===== src/rtl/dma_rd_pkg.sv =====
package dma_rd_pkg;
   typedef enum logic [2:0] {
      ST_IDLE  = 3'd0,
      ST_REQ   = 3'd1,
      ST_BURST = 3'd2,
      ST_TAIL  = 3'd3,
      ST_GAP   = 3'd4
   } rd_state_e;
endpackage


===== src/rtl/dma_sync.sv =====
module dma_sync #(
   parameter int STAGES = 2
) (
   input  logic clk,
   input  logic rst_n,
   input  logic d_in,
   output logic q_out
);
   logic [STAGES-1:0] chain;

   always_ff @(posedge clk or negedge rst_n) begin
      if (!rst_n) chain <= '0;
      else        chain <= {chain[STAGES-2:0], d_in};
   end

   assign q_out = chain[STAGES-1];
endmodule


===== src/rtl/dma_stb_edge.sv =====
module dma_stb_edge #(
   parameter int MIN_PHASE = 2
) (
   input  logic clk,
   input  logic rst_n,
   input  logic level_i,
   output logic rise_o,
   output logic fall_o,
   output logic short_o
);
   localparam int PH_W = $clog2(MIN_PHASE + 1);

   logic            prev_q;
   logic [PH_W-1:0] ph_cnt;
   logic            any_edge;

   assign rise_o   = level_i & ~prev_q;
   assign fall_o   = ~level_i & prev_q;
   assign any_edge = rise_o | fall_o;
   // previous level lasted fewer cycles than the minimum
   assign short_o  = ph_cnt < PH_W'(MIN_PHASE);

   always_ff @(posedge clk or negedge rst_n) begin
      if (!rst_n) begin
         prev_q <= 1'b0;
         ph_cnt <= PH_W'(MIN_PHASE);
      end else begin
         prev_q <= level_i;
         if (any_edge)                        ph_cnt <= PH_W'(1);
         else if (ph_cnt < PH_W'(MIN_PHASE))  ph_cnt <= ph_cnt + PH_W'(1);
      end
   end
endmodule


===== src/rtl/dma_req_ctrl.sv =====
module dma_req_ctrl
   import dma_rd_pkg::*;
#(
   parameter int MODE_W    = 4,
   parameter int BURST_LEN = 16,
   parameter int GAP_CYC   = 2
) (
   input  logic                         clk,
   input  logic                         rst_n,
   input  logic                         fifo_ok,
   input  logic [MODE_W-1:0]            mode,
   input  logic                         stb_rise,
   input  logic                         stb_fall,
   input  logic                         phase_short,
   input  logic                         ack_q,
   output logic                         req,
   output logic                         busy,
   output logic                         pop,
   output logic [$clog2(BURST_LEN)-1:0] word,
   output logic                         abort_err,
   output logic                         proto_err
);
   localparam int CNT_W = $clog2(BURST_LEN);
   localparam int GAP_W = $clog2(GAP_CYC + 1);
   localparam logic [CNT_W-1:0] LAST_WORD = CNT_W'(BURST_LEN - 1);

   rd_state_e          state;
   logic [MODE_W-1:0]  pulse_cnt;
   logic               level_mode;
   logic [GAP_W-1:0]   gap_cnt;

   assign busy = (state == ST_REQ) | (state == ST_BURST) | (state == ST_TAIL);
   assign pop  = stb_rise & ack_q & ((state == ST_REQ) | (state == ST_BURST));

   always_ff @(posedge clk or negedge rst_n) begin
      if (!rst_n) begin
         state      <= ST_IDLE;
         req        <= 1'b0;
         pulse_cnt  <= '0;
         level_mode <= 1'b0;
         gap_cnt    <= '0;
         word       <= '0;
         abort_err  <= 1'b0;
         proto_err  <= 1'b0;
      end else begin
         case (state)
            ST_IDLE: begin
               if (fifo_ok) begin
                  state      <= ST_REQ;
                  req        <= 1'b1;
                  pulse_cnt  <= mode;
                  level_mode <= (mode == '0);
               end
            end
            ST_REQ: begin
               if (!level_mode && req) begin
                  if (pulse_cnt == MODE_W'(1)) req <= 1'b0;
                  else                         pulse_cnt <= pulse_cnt - MODE_W'(1);
               end
               if (stb_rise && !ack_q) proto_err <= 1'b1;
               if (pop) begin
                  req   <= 1'b0;
                  word  <= CNT_W'(1);
                  state <= ST_BURST;
               end
            end
            ST_BURST: begin
               if (stb_rise && (!ack_q || phase_short)) proto_err <= 1'b1;
               if (stb_fall && phase_short)             proto_err <= 1'b1;
               if (!ack_q) begin
                  word      <= '0;
                  abort_err <= 1'b1;
                  gap_cnt   <= GAP_W'(GAP_CYC);
                  state     <= ST_GAP;
               end else if (pop) begin
                  if (word == LAST_WORD) begin
                     word  <= '0;
                     state <= ST_TAIL;
                  end else begin
                     word <= word + CNT_W'(1);
                  end
               end
            end
            ST_TAIL: begin
               if (stb_fall) begin
                  if (phase_short) proto_err <= 1'b1;
                  gap_cnt <= GAP_W'(GAP_CYC);
                  state   <= ST_GAP;
               end
            end
            ST_GAP: begin
               if (gap_cnt == GAP_W'(1)) state   <= ST_IDLE;
               else                      gap_cnt <= gap_cnt - GAP_W'(1);
            end
            default: state <= ST_IDLE;
         endcase
      end
   end
endmodule


===== src/rtl/dma_burst_rd.sv =====
module dma_burst_rd #(
   parameter int DATA_W      = 16,
   parameter int LVL_W       = 8,
   parameter int BURST_LEN   = 16,
   parameter int MODE_W      = 4,
   parameter int SYNC_STAGES = 2,
   parameter int MIN_PHASE   = 2,
   parameter int GAP_CYC     = 2,
   parameter bit FLYBY_EN    = 1'b1
) (
   input  logic                         clk,
   input  logic                         rst_n,
   input  logic [MODE_W-1:0]            cfg_req_len,
   input  logic                         cfg_flyby,
   input  logic [LVL_W-1:0]             fifo_level,
   input  logic [DATA_W-1:0]            fifo_data,
   output logic                         fifo_pop,
   output logic                         host_req,
   input  logic                         host_ack,
   input  logic                         host_rd,
   input  logic                         host_flyby_rd,
   output logic [DATA_W-1:0]            host_data,
   output logic                         host_data_oe,
   output logic [$clog2(BURST_LEN)-1:0] word_idx,
   output logic                         abort_err,
   output logic                         proto_err
);
   localparam int LVL_NEED = BURST_LEN;

   if (SYNC_STAGES < 2) begin : g_bad_sync
      $error("dma_burst_rd: SYNC_STAGES must be at least 2");
   end
   if (BURST_LEN < 2 || (1 << $clog2(BURST_LEN)) != BURST_LEN) begin : g_bad_len
      $error("dma_burst_rd: BURST_LEN must be a power of two of at least 2");
   end
   if (LVL_NEED >= (1 << LVL_W)) begin : g_bad_lvl
      $error("dma_burst_rd: LVL_W too narrow for BURST_LEN");
   end
   if (MIN_PHASE < 1 || GAP_CYC < 1) begin : g_bad_time
      $error("dma_burst_rd: MIN_PHASE and GAP_CYC must be positive");
   end

   logic stb_raw;
   if (FLYBY_EN) begin : g_flyby
      assign stb_raw = cfg_flyby ? host_flyby_rd : host_rd;
   end else begin : g_plain
      assign stb_raw = host_rd;
   end

   logic stb_q, ack_q;
   dma_sync #(.STAGES(SYNC_STAGES)) u_stb_sync (
      .clk(clk), .rst_n(rst_n), .d_in(stb_raw), .q_out(stb_q));
   dma_sync #(.STAGES(SYNC_STAGES)) u_ack_sync (
      .clk(clk), .rst_n(rst_n), .d_in(host_ack), .q_out(ack_q));

   logic stb_rise, stb_fall, phase_short;
   dma_stb_edge #(.MIN_PHASE(MIN_PHASE)) u_edge (
      .clk(clk), .rst_n(rst_n), .level_i(stb_q),
      .rise_o(stb_rise), .fall_o(stb_fall), .short_o(phase_short));

   logic busy;
   dma_req_ctrl #(.MODE_W(MODE_W), .BURST_LEN(BURST_LEN), .GAP_CYC(GAP_CYC)) u_ctrl (
      .clk(clk), .rst_n(rst_n),
      .fifo_ok(fifo_level >= LVL_W'(LVL_NEED)),
      .mode(cfg_req_len),
      .stb_rise(stb_rise), .stb_fall(stb_fall), .phase_short(phase_short),
      .ack_q(ack_q),
      .req(host_req), .busy(busy), .pop(fifo_pop), .word(word_idx),
      .abort_err(abort_err), .proto_err(proto_err));

   assign host_data_oe = ack_q & stb_q & busy;
   assign host_data    = host_data_oe ? fifo_data : '0;
endmodule


===== config.mk =====
export PLATFORM = sky130hd
export DESIGN_NAME = dma_burst_rd
export DESIGN_NICKNAME = d
export VERILOG_FILES = /design/src/rtl/dma_rd_pkg.sv /design/src/rtl/dma_sync.sv /design/src/rtl/dma_stb_edge.sv /design/src/rtl/dma_req_ctrl.sv /design/src/rtl/dma_burst_rd.sv
export SDC_FILE = /design/constraint.sdc
export NUM_CORES = 1
export LEC_CHECK = 0
export BUFFER_PORTS_ARGS = -buffer_cell sky130_fd_sc_hd__buf_2
export CORE_ASPECT_RATIO = 0.9
export CORE_MARGIN = 1.5
export CORE_UTILIZATION = 40
export CTS_BUF_LIST = sky130_fd_sc_hd__clkbuf_16
export CTS_CLUSTER_SIZE = 8
export DETAILED_ROUTE_END_ITERATION = 10
export PLACE_DENSITY = 0.67
export SYNTH_ARGS = -nofsm -noshare
export SYNTH_HDL_FRONTEND = slang
export SYNTH_HIERARCHICAL = 1
export SYNTH_SLANG_ARGS = --single-unit

===== constraint.sdc =====
create_clock -name clk -period 3 [get_ports clk]
set_clock_uncertainty 0.1 [all_clocks]
set_input_delay 0.3 -clock clk [delete_from_list [all_inputs] [get_ports clk]]
set_output_delay 0.3 -clock clk [all_outputs]
set_load 0.005 [all_outputs]

## Yosys cells after proc, flatten, opt, wreduce, memory -nomap -nowiden

Index checks and enable logic that the tools add are counted.

- Bits in registers: 24
- Bits of input ports: 34
- Output and inout port bits: 25
- Word-level logic and storage cells: 110

- Add/sub/neg operators: 4
- $lt $le $gt $ge: 2
- Equality and inequality tests: 22
- Multiplexer cells: 36
- Bitwise logic cells: 12
- Reduce and logical (&&, ||, !) cells: 22

Operators by type and width:

| kind | number |
|---|---|
| $mux W4 | 7 |
| $mux W3 | 7 |
| $mux W16 | 1 |
| $pmux W4 S2 | 2 |
| $ne A3 B3 Y1 const B | 5 |
| $pmux W3 S5 | 1 |
| $ne A2 B2 Y1 const B | 6 |
| $reduce_and A4 Y1 | 3 |
| $mux W1 | 10 |
| $mux W2 | 5 |
| $ge A8 B5 Y1 const B | 1 |
| $ne A2 B1 Y1 const B | 4 |
| $and A1 B1 Y1 | 6 |
| $eq A3 B2 Y1 const B | 2 |
| $pmux W2 S3 | 1 |
| $reduce_and A6 Y1 | 1 |
| $reduce_bool A2 Y1 | 3 |
| $reduce_bool A3 Y1 | 2 |
| $reduce_and A5 Y1 | 1 |
| $add A4 B1 Y4 const B | 1 |
| $eq A4 B1 Y1 const B | 1 |
| $eq A4 B4 Y1 const B | 1 |
| $logic_and A1 B1 Y1 | 4 |
| $logic_not A4 Y1 | 1 |
| other kinds (16) | 22 |

## Longest topological paths before layout

Gate-level depths: netlist of the first run.

- Depth after elaboration: 7
- Depth in mapped cells: 6
- Mapped depth without buffers: 6

## Hierarchy

Netlist of the first run, hierarchy kept.

Modules (own cells, without submodules):

| module | instances | cells an instance | area an instance (um^2) | seq. area each (um^2) |
|---|---|---|---|---|
| dma_req_ctrl | 1 | 121 | 1067.3 | 425.4 |
| dma_burst_rd | 1 | 22 | 180.2 | 0.0 |
| dma_stb_edge | 1 | 11 | 132.6 | 76.3 |
| dma_sync | 2 | 2 | 50.0 | 50.0 |

## Worst setup path after synthesis of the first run

OpenSTA, ideal clock, no wires.

- Path type: input-to-reg
- Start point: in fifo_level[7]
- End point: reg u_ctrl.pulse_cnt[2]
- Setup time: 0.123 ns
- Arrival: 1.653 ns
- Data required time: 2.777 ns
- Slack: 1.124 ns
- Cell stages on the path: 5
- Path buffers: 1
- Cells stage by stage: or4_1 -> or4b_1 -> clkbuf_1 -> o31ai_4 -> o221a_2

- Cells in the longest elaborated chain, start to end: 3

Ends and longest elaborated chain:

| what | line | source |
|---|---|---|
| start, declared | dma_burst_rd.sv:15 | `input logic [LVL_W-1:0] fifo_level,` |
| $ge A8 B5 Y1 | dma_burst_rd.sv:64 | `.fifo_ok(fifo_level >= LVL_W'(LVL_NEED)),` |
| $ne A2 B1 Y1 (no source line) | n/a |  |
| $reduce_and A4 Y1 (no source line) | n/a |  |
| end signal, assigned | dma_req_ctrl.sv:51 | `pulse_cnt <= mode;` |
| end signal, assigned | dma_req_ctrl.sv:58 | `else pulse_cnt <= pulse_cnt - MODE_W'(1);` |
| end, declared | dma_req_ctrl.sv:28 | `logic [MODE_W-1:0] pulse_cnt;` |

Every way passes these cells.
A chain may end at the register's enable or synchronous reset.

## Final worst setup path of the first run

- Start point: reg u_ctrl.state[1]
- End point: out host_data[3]

- Cells in the longest elaborated chain, start to end: 5
- Elaborated cells between the ends (all ways): 7
- Classes of those cells: eq/ne (3); mux (1); bitwise (3)

Ends and longest elaborated chain:

| what | line | source |
|---|---|---|
| start, declared | dma_req_ctrl.sv:27 | `rd_state_e state;` |
| start signal, assigned | dma_req_ctrl.sv:37 | `state <= ST_IDLE;` |
| start signal, assigned | dma_req_ctrl.sv:49 | `state <= ST_REQ;` |
| start signal, assigned | dma_req_ctrl.sv:64 | `state <= ST_BURST;` |
| $eq A3 B1 Y1 or $eq A3 B2 Y1 (tied branches) | dma_req_ctrl.sv:32 | `assign busy = (state == ST_REQ) \| (state == ST_BURST) \| (state == ST_TAIL);` |
| $or A1 B1 Y1 | dma_req_ctrl.sv:32 |  |
| $or A1 B1 Y1 * | dma_req_ctrl.sv:32 |  |
| net busy | dma_burst_rd.sv:61 | `logic busy;` |
| $and A1 B1 Y1 * | dma_burst_rd.sv:71 | `assign host_data_oe = ack_q & stb_q & busy;` |
| $mux W16 * | dma_burst_rd.sv:72 | `assign host_data = host_data_oe ? fifo_data : '0;` |
| end, declared | dma_burst_rd.sv:22 | `output logic [DATA_W-1:0] host_data,` |

Mark *: on every way through the listed nets, which the timed path passes. The rest lies on a longest branch.

==> flow_summary_export.csv, run 1 <==
group,metric,value,unit
floorplan,ios,59,
sta,fin_crit,2.42,ns
synthesis,synth_top_family_by_area,"simple AND/OR/NAND/NOR gates",
global_routing,use_met3,0.0445,
detailed_routing,wl_per_cell,13.7,µm
synthesis,syn-num-nets,198,
synthesis,synth_compound_area_frac,0.180,
worst_setup_path,regToRegSetupSlack,1.01,ns
clocking,cts_setup_buffers,0,
layout,final_nets,249,
clocking,clk_pin_slew,0.06,ns
clocking,clock_sinks,24,
layout,drive_above_1_share,0.308,
sta,report.final.slew_viol_count,0,
layout,diodes,0,
detailed_routing,drt_first_iter_violations,71,
layout,nFillCells,327,
worst_setup_path,reg2reg_from,"u_stb_sync/chain[1]",
detailed_routing,dr.pass1.iters,5,
sta,period_share,0.808,
synthesis,ys_top_cells_by_area,"dfrtp_1 (39%), and4_1 (9.5%), ha_1 (5.1%)",
sta,rsz0062_at_grt,"no",
synthesis,synth.most_common_cell,"dfrtp_1",
worst_setup_path,cp.arrival,2.02,ns
clocking,cts_buffer_depth,2,
detailed_routing,wirelength,3.44,mm
power,max-vdd-ir-drop,0.000409,V
worst_hold_path,hold_path_class,"in2reg",
synthesis,synth_fa_ha_area_frac,0.0507,
sta,slew_headroom,0.457,
power,power_density,866,nW/µm²
worst_setup_path,worstSetupEndpointType,"output port",
synthesis,ys_warn_count,6,
sta,tightest_slew,0.811,ns
global_routing,grt_usage,0.175,
clocking,htreeDepth,1,
detailed_routing,vias,1355,
synthesis,synth_edf_count,0,
sta,max_freq,413,MHz
sta,finalSetupViolCount,0,
status,status,"complete, no violations",
synthesis,synth_cells,158,
synthesis,syn_area,1480,µm²
detailed_routing,drc,0,
synthesis,synth_common_cells,"dfrtp_1 (23), and4_1 (16), nor2_1 (13)",
clocking,hold_buffers,1,
worst_setup_path,crit_fanout,17,
power,power.leakage,0.937,nW
clocking,cts_buffers,3,
job,maxCapViolCount,0,
clocking,root_buffer,"clkbuf_16",
synthesis,synthMuxAreaShare,0.0287,
power,total_power,1.63,mW
synthesis,yosysTopAreaCell,"dfrtp_1",
detailed_routing,vias_per_cell,5.38,
worst_hold_path,hp-start,"host_ack",
synthesis,synth_top_area_share,0.389,
worst_setup_path,start_kind,"flop",
synthesis,synth_area_per_cell,9.37,µm²
detailed_routing,detail-route-antenna-nets,0,
clocking,insertion_delay,0.26,ns
synthesis,async_reset_ff_frac,1.00,
global_routing,globalRouteMet2Util,0.297,
synthesis,ys_types,46,
floorplan,rows,20,
placement,gp_congestion,0.763,
synthesis,ys_ff_latch,24,
synthesis,synth_xor_area_frac,0.0178,
global_routing,grtUsageMet1,0.234,
placement,hpwl,2.46,mm
worst_hold_path,hold_path_end,"u_ack_sync/chain[0]",
global_routing,antenna_found_initial,0,
placement,port_buffers,54,
floorplan,dieArea,4070,µm²
worst_hold_path,hold_depth,1,
worst_setup_path,regToRegEndpoint,"u_ctrl/word[3]",
global_routing,gr-total-overflow,0,
clocking,post_cts_resize_count,0,
floorplan,fp.dieH,60.7,µm
worst_setup_path,reg2reg_depth,5,
floorplan,die_w,67.1,µm
worst_setup_path,path_class,"reg2out",
floorplan,core,3450,µm²
synthesis,synthFlopType,"dfrtp_1",
floorplan,initial_core_util,0.429,
layout,synthToLayoutAreaGrowth,26.9,%
global_routing,grt_max_degree,30,
clocking,cts_tree,"done",
sta,finalSetupTns,0,ns
synthesis,yosys.area_share.simple,0.257,
global_routing,busiest_layer,"met2",
sta,finalHoldViolCount,0,
global_routing,grt_pass1_wl,5.46,mm
synthesis,ys_seq_area_frac,0.407,
global_routing,first_global_vias,1204,
worst_setup_path,critical_path_required,2.60,ns
## layout by cell type (no fill, tap or decap), types with 3 or more instances in the layout
master,Yosys,routed
clkbuf_16,0,3
nand3_1,4,4
and4_1,16,16
a21oi_1,6,6
o21ai_0,8,8
buf_2,7,54
inv_1,12,12
dfrtp_1,23,23
nor2_1,13,13
nor3_1,3,3
nand2_1,12,12
a211oi_1,3,3
ha_1,6,6
## critical path, cell delays in order, from the launching register on
cell     delay [ns]
dfrtp_1        0.62
nor2_1         0.10
nor2_1         0.64
and4_1         0.29
buf_2          0.11
## per-stage QoR
step                instances  instance area, µm²  setup WS, ns  hold WS [ns]  utilization
floorplan                 158                1480          1.12       -0.0956            -
global placement          247                1760          1.00         0.208        0.511
detailed placement        247                1760         0.899         0.220        0.511
CTS                       252                1880         0.613        0.0502        0.544
global route              252                1880         0.401        0.0445        0.544
finish                    252                1880         0.577        0.0494        0.544
## worst max-delay path by stage
stage	from	endpoint	slack, ns	cells after the start
after floorplan	fifo_level[7]	u_ctrl/pulse_cnt[2]	1.12	5
after CTS	u_ctrl/state[1]	host_data[3]	0.61	4
final	u_ctrl/state[1]	host_data[3]	0.58	4
after global placement	u_ctrl/state[1]	host_data[6]	1.00	4
after detailed placement	u_ctrl/state[1]	host_data[3]	0.90	4
after global routing	u_ctrl/state[1]	host_data[3]	0.40	4
## layout make-up
class	instances	area, µm²	share of cell area
multi-input combinational	113	791	0.421
sequential	24	602	0.320
timing repair buffer	55	280	0.149
clock buffer	3	75.1	0.0400
tap	44	55.1	0.0293
inverter	12	45.0	0.0240
clock inverter	1	30.0	0.0160
## routing by layer
metal / vias up / part of all wire
li1: 681 / -
met1: 648 / 0.46
met2: 24 / 0.50
met3: 2 / 0.035
met4: 0 / 0.0035
met5: - / 0
## registers in the layout (all words and copies together), names as in the netlist
signal	count
u_ack_sync/chain	2
u_ctrl/level_mode	1
u_ctrl/gap_cnt	2
u_ctrl/proto_err	1
u_ctrl/abort_err	1
u_edge/ph_cnt	2
u_stb_sync/chain	2
u_ctrl/pulse_cnt	4
u_ctrl/req	1
u_edge/prev_q	1
u_ctrl/word	4
u_ctrl/state	3
## logic make-up after synthesis
logic type                 after synthesis
xor gates and xnor gates                 3
muxes                                    4
adders and majority gates                6
AOI/OAI and AO/OA                       37
DFF                                     24
and+or+nand+nor                         63
buffers and inverters                   21
## report_power, final
| group | switching (mW) | leakage (nW) | total (mW) | internal [mW] |
|---|---|---|---|---|
| Clock | 0.116 | 0.0511 | 0.381 | 0.265 |
| Sequential | 0.149 | 0.283 | 0.579 | 0.429 |
| Combinational | 0.360 | 0.603 | 0.667 | 0.307 |
| Total | 0.625 | 0.937 | 1.63 | 1.00 |
No activity file was read; power rests on OpenSTA's default activity.
==> run 2: changes to the inputs <==
Settings changed: ABC_AREA from default to 1, PLACE_DENSITY 0.67 to 0.66.
Clock period 3 ns to 2.5 ns, I/O delays scaled along.
==> run 2 against run 1 <==
Flip-flop and latch count did not move. Global-route usage fell by 2.1 points. Synthesized area rose by 4.0%. Die area rose by 3.8%. Largest cell class unchanged. Highest routed layer unchanged.
==> flow_summary_export.csv, run 2 <==
group,metric,value,unit
layout,drive_above_1_share,0.337,
worst_setup_path,start_kind,"flop",
sta,report.final.slew_viol_count,0,
sta,rsz0062_at_grt,"no",
sta,max_freq,500,MHz
worst_setup_path,path_class,"reg2out",
synthesis,ys_seq_area_frac,0.391,
sta,period_share,0.800,
sta,slew_headroom,0.650,
synthesis,syn_area,1540,µm²
synthesis,ys_types,27,
placement,gp_congestion,0.779,
synthesis,synth_compound_area_frac,0.0650,
floorplan,core,3700,µm²
job,maxCapViolCount,0,
clocking,insertion_delay,0.26,ns
layout,most-common-layout-cells,"buf_2 (54), nand2_1 (41), inv_1 (39)",
worst_setup_path,critical_path_required,2.15,ns
floorplan,initial_core_util,0.415,
detailed_routing,wirelength,2.98,mm
global_routing,first_global_vias,1105,
floorplan,ios,59,
detailed_routing,vias_per_cell,4.53,
synthesis,synth_area_per_cell,7.51,µm²
layout,final_nets,305,
power,power.leakage,1.17,nW
layout,reg_top3,"u_ctrl/pulse_cnt: 4 flops, u_ctrl/word: 4 flops, u_ctrl/state: 3 flops",
synthesis,synth_cells,205,
global_routing,grt_pass1_wl,4.88,mm
placement,placed_cells,304,
detailed_routing,vias,1403,
synthesis,ys_ff_latch,24,
synthesis,synth.most_common_cell,"nand2_1",
sta,finalSetupTns,0,ns
status,status,"complete, no violations",
synthesis,yosysTopAreaCell,"dfrtp_1",
synthesis,synth_top_family_by_area,"simple AND/OR/NAND/NOR gates",
sta,finalHoldViolCount,0,
worst_setup_path,crit_buf_inv,1,
layout,synthToLayoutAreaGrowth,28.7,%
placement,hpwl,2.36,mm
detailed_routing,wl_per_cell,9.63,µm
worst_setup_path,slowest_stage,"dfrtp_1",
clocking,post_cts_resize_count,0,
synthesis,ys_top_cells_by_area,"dfrtp_1 (37%), nand2_1 (10%), inv_1 (9.5%)",
global_routing,grt_max_degree,25,
floorplan,rows,21,
placement,port_buffers,54,
synthesis,synth_xor_area_frac,0.00569,
synthesis,yosys.area_share.simple,0.373,
synthesis,syn-num-nets,245,
worst_setup_path,crit_path_cell_trace,"nor2_2, nor2_1, nand3_4, nor2_1, buf_2",
worst_setup_path,crit_path_max_incr_delay,0.51,ns
power,max-vdd-ir-drop,0.000520,V
synthesis,synth_fa_ha_area_frac,0.0488,
floorplan,die_w,68.4,µm
detailed_routing,drt_first_iter_violations,60,
floorplan,dieArea,4230,µm²
global_routing,grt_usage,0.154,
detailed_routing,detail-route-antenna-nets,0,
worst_setup_path,cp.arrival,1.65,ns
synthesis,synth_edf_count,0,
clocking,cts_tree,"done",
synthesis,ys_warn_count,6,
sta,finalSetupViolCount,0,
worst_setup_path,cp_top_family,"simple AND/OR/NAND/NOR gates",
floorplan,fp.dieH,61.8,µm
worst_hold_path,hold_path_class,"in2reg",
power,power_density,1030,nW/µm²
detailed_routing,dr.pass1.iters,4,
synthesis,synth_common_cells,"nand2_1 (41), inv_1 (39), dfrtp_1 (23), nor2_1 (23), nand3_1 (15)",
clocking,root_buffer,"clkbuf_16",
synthesis,synthMuxAreaShare,0,
worst_setup_path,critPathMostFrequentCell,"nor2_1",
worst_setup_path,worstSetupEndpointType,"output port",
synthesis,synthFlopType,"dfrtp_1",
global_routing,gr-total-overflow,0,
global_routing,antenna_found_initial,0,
synthesis,synth_top_area_share,0.374,
synthesis,async_reset_ff_frac,1.00,
layout,diodes,0,
worst_setup_path,crit_fanout,17,
sta,tightest_slew,0.525,ns
clocking,cts_buffers,3,
sta,fin_crit,2.00,ns
layout,final_common_cell,"buf_2",
clocking,clk_pin_slew,0.06,ns
layout,finalNonFillerCells,310,
clocking,clock_sinks,24,
clocking,htreeDepth,1,
sta,timing.hold.ws,0.0785,ns
detailed_routing,drc,0,
layout,fin_util,0.535,
clocking,cts_buffer_depth,2,
[run 2: cell count changes in the layout (fill, tap and decap cells not counted), sizes merged, moves of 3 or more]
cell	delta
nor2	+21
and4	-16
a21oi	-5
inv	+32
nand4	+6
nor3	-3
a211oi	-3
o21ai	+5
nand3	+16
nand2	+35
[run 2: layout make-up]
type | count | area (µm²)
fillers | 362 | 1720
multi-input cells | 136 | 758
clock inverters | 1 | 30.0
clock buffers | 3 | 75.1
repair buffers | 56 | 290
well taps | 46 | 57.6
inverters | 44 | 168
flip-flops and latches | 24 | 602
[run 2: worst register-to-register path, delay by kind of cell (launching register included)]
family                     cells  cell delay (ns)
adders and majority gates      1             0.18
and+or+nand+nor                6             0.58
DFF                            1             0.43
buffers and inverters          2             0.13
[run 2: metal layers]
| layer | track usage | vias up | part of all wire |
|---|---|---|---|
| li1 | - | 757 | - |
| met1 | 0.226 | 626 | 0.52 |
| met2 | 0.221 | 18 | 0.44 |
| met3 | 0.0432 | 2 | 0.030 |
| met4 | 0.0429 | 0 | 0.0057 |
| met5 | 0 | - | 0 |
[run 2: report_power, final]
part           internal [mW]  leakage, nW  total, mW  switching, mW
clock                  0.318       0.0511      0.454          0.136
combinational          0.364        0.831      0.953          0.589
sequential             0.518        0.290      0.635          0.117
total                   1.20         1.17       2.04          0.842
[run 2: stage by stage]
step           setup WS [ns]  power (mW)  cell area [µm²]
3_3_place_gp           0.786        1.59             1860
4_1_cts                0.486        2.06             1980
3_5_place_dp           0.787        1.60             1860
2_1_floorplan           1.04        1.36             1540
6_report               0.501        2.04             1980
5_1_grt                0.330        2.26             1980
[run 2: kinds of logic after synthesis]
kind of cell               after synthesis
AOI/OAI and AO/OA                       18
xor gates and xnor gates                 1
buffers and inverters                   45
DFF                                     24
adders and majority gates                6
and+or+nand+nor                        111
[run 2: timing repair]
item,in CTS,in global routing
buffers inserted,0,0
hold buffers,2,0
endpoints found under the setup margin,0,0
hold endpoints to repair,24,0
[run 2: worst paths after layout]
kind,to,depth (start not counted),from,slack (ns)
worst max-delay path,host_data[0],5,u_ctrl/state[1],0.50
min in group asynchronous,u_ctrl/pulse_cnt[1],2,rst_n,0.40
worst max register to register,u_ctrl/state[1],9,u_stb_sync/chain[1],0.97
worst min-delay path,u_ctrl/level_mode,2,cfg_req_len[3],0.08
max in group asynchronous,u_edge/ph_cnt[1],2,rst_n,1.54
worst min register to register,u_stb_sync/chain[1],0,u_stb_sync/chain[0],0.25
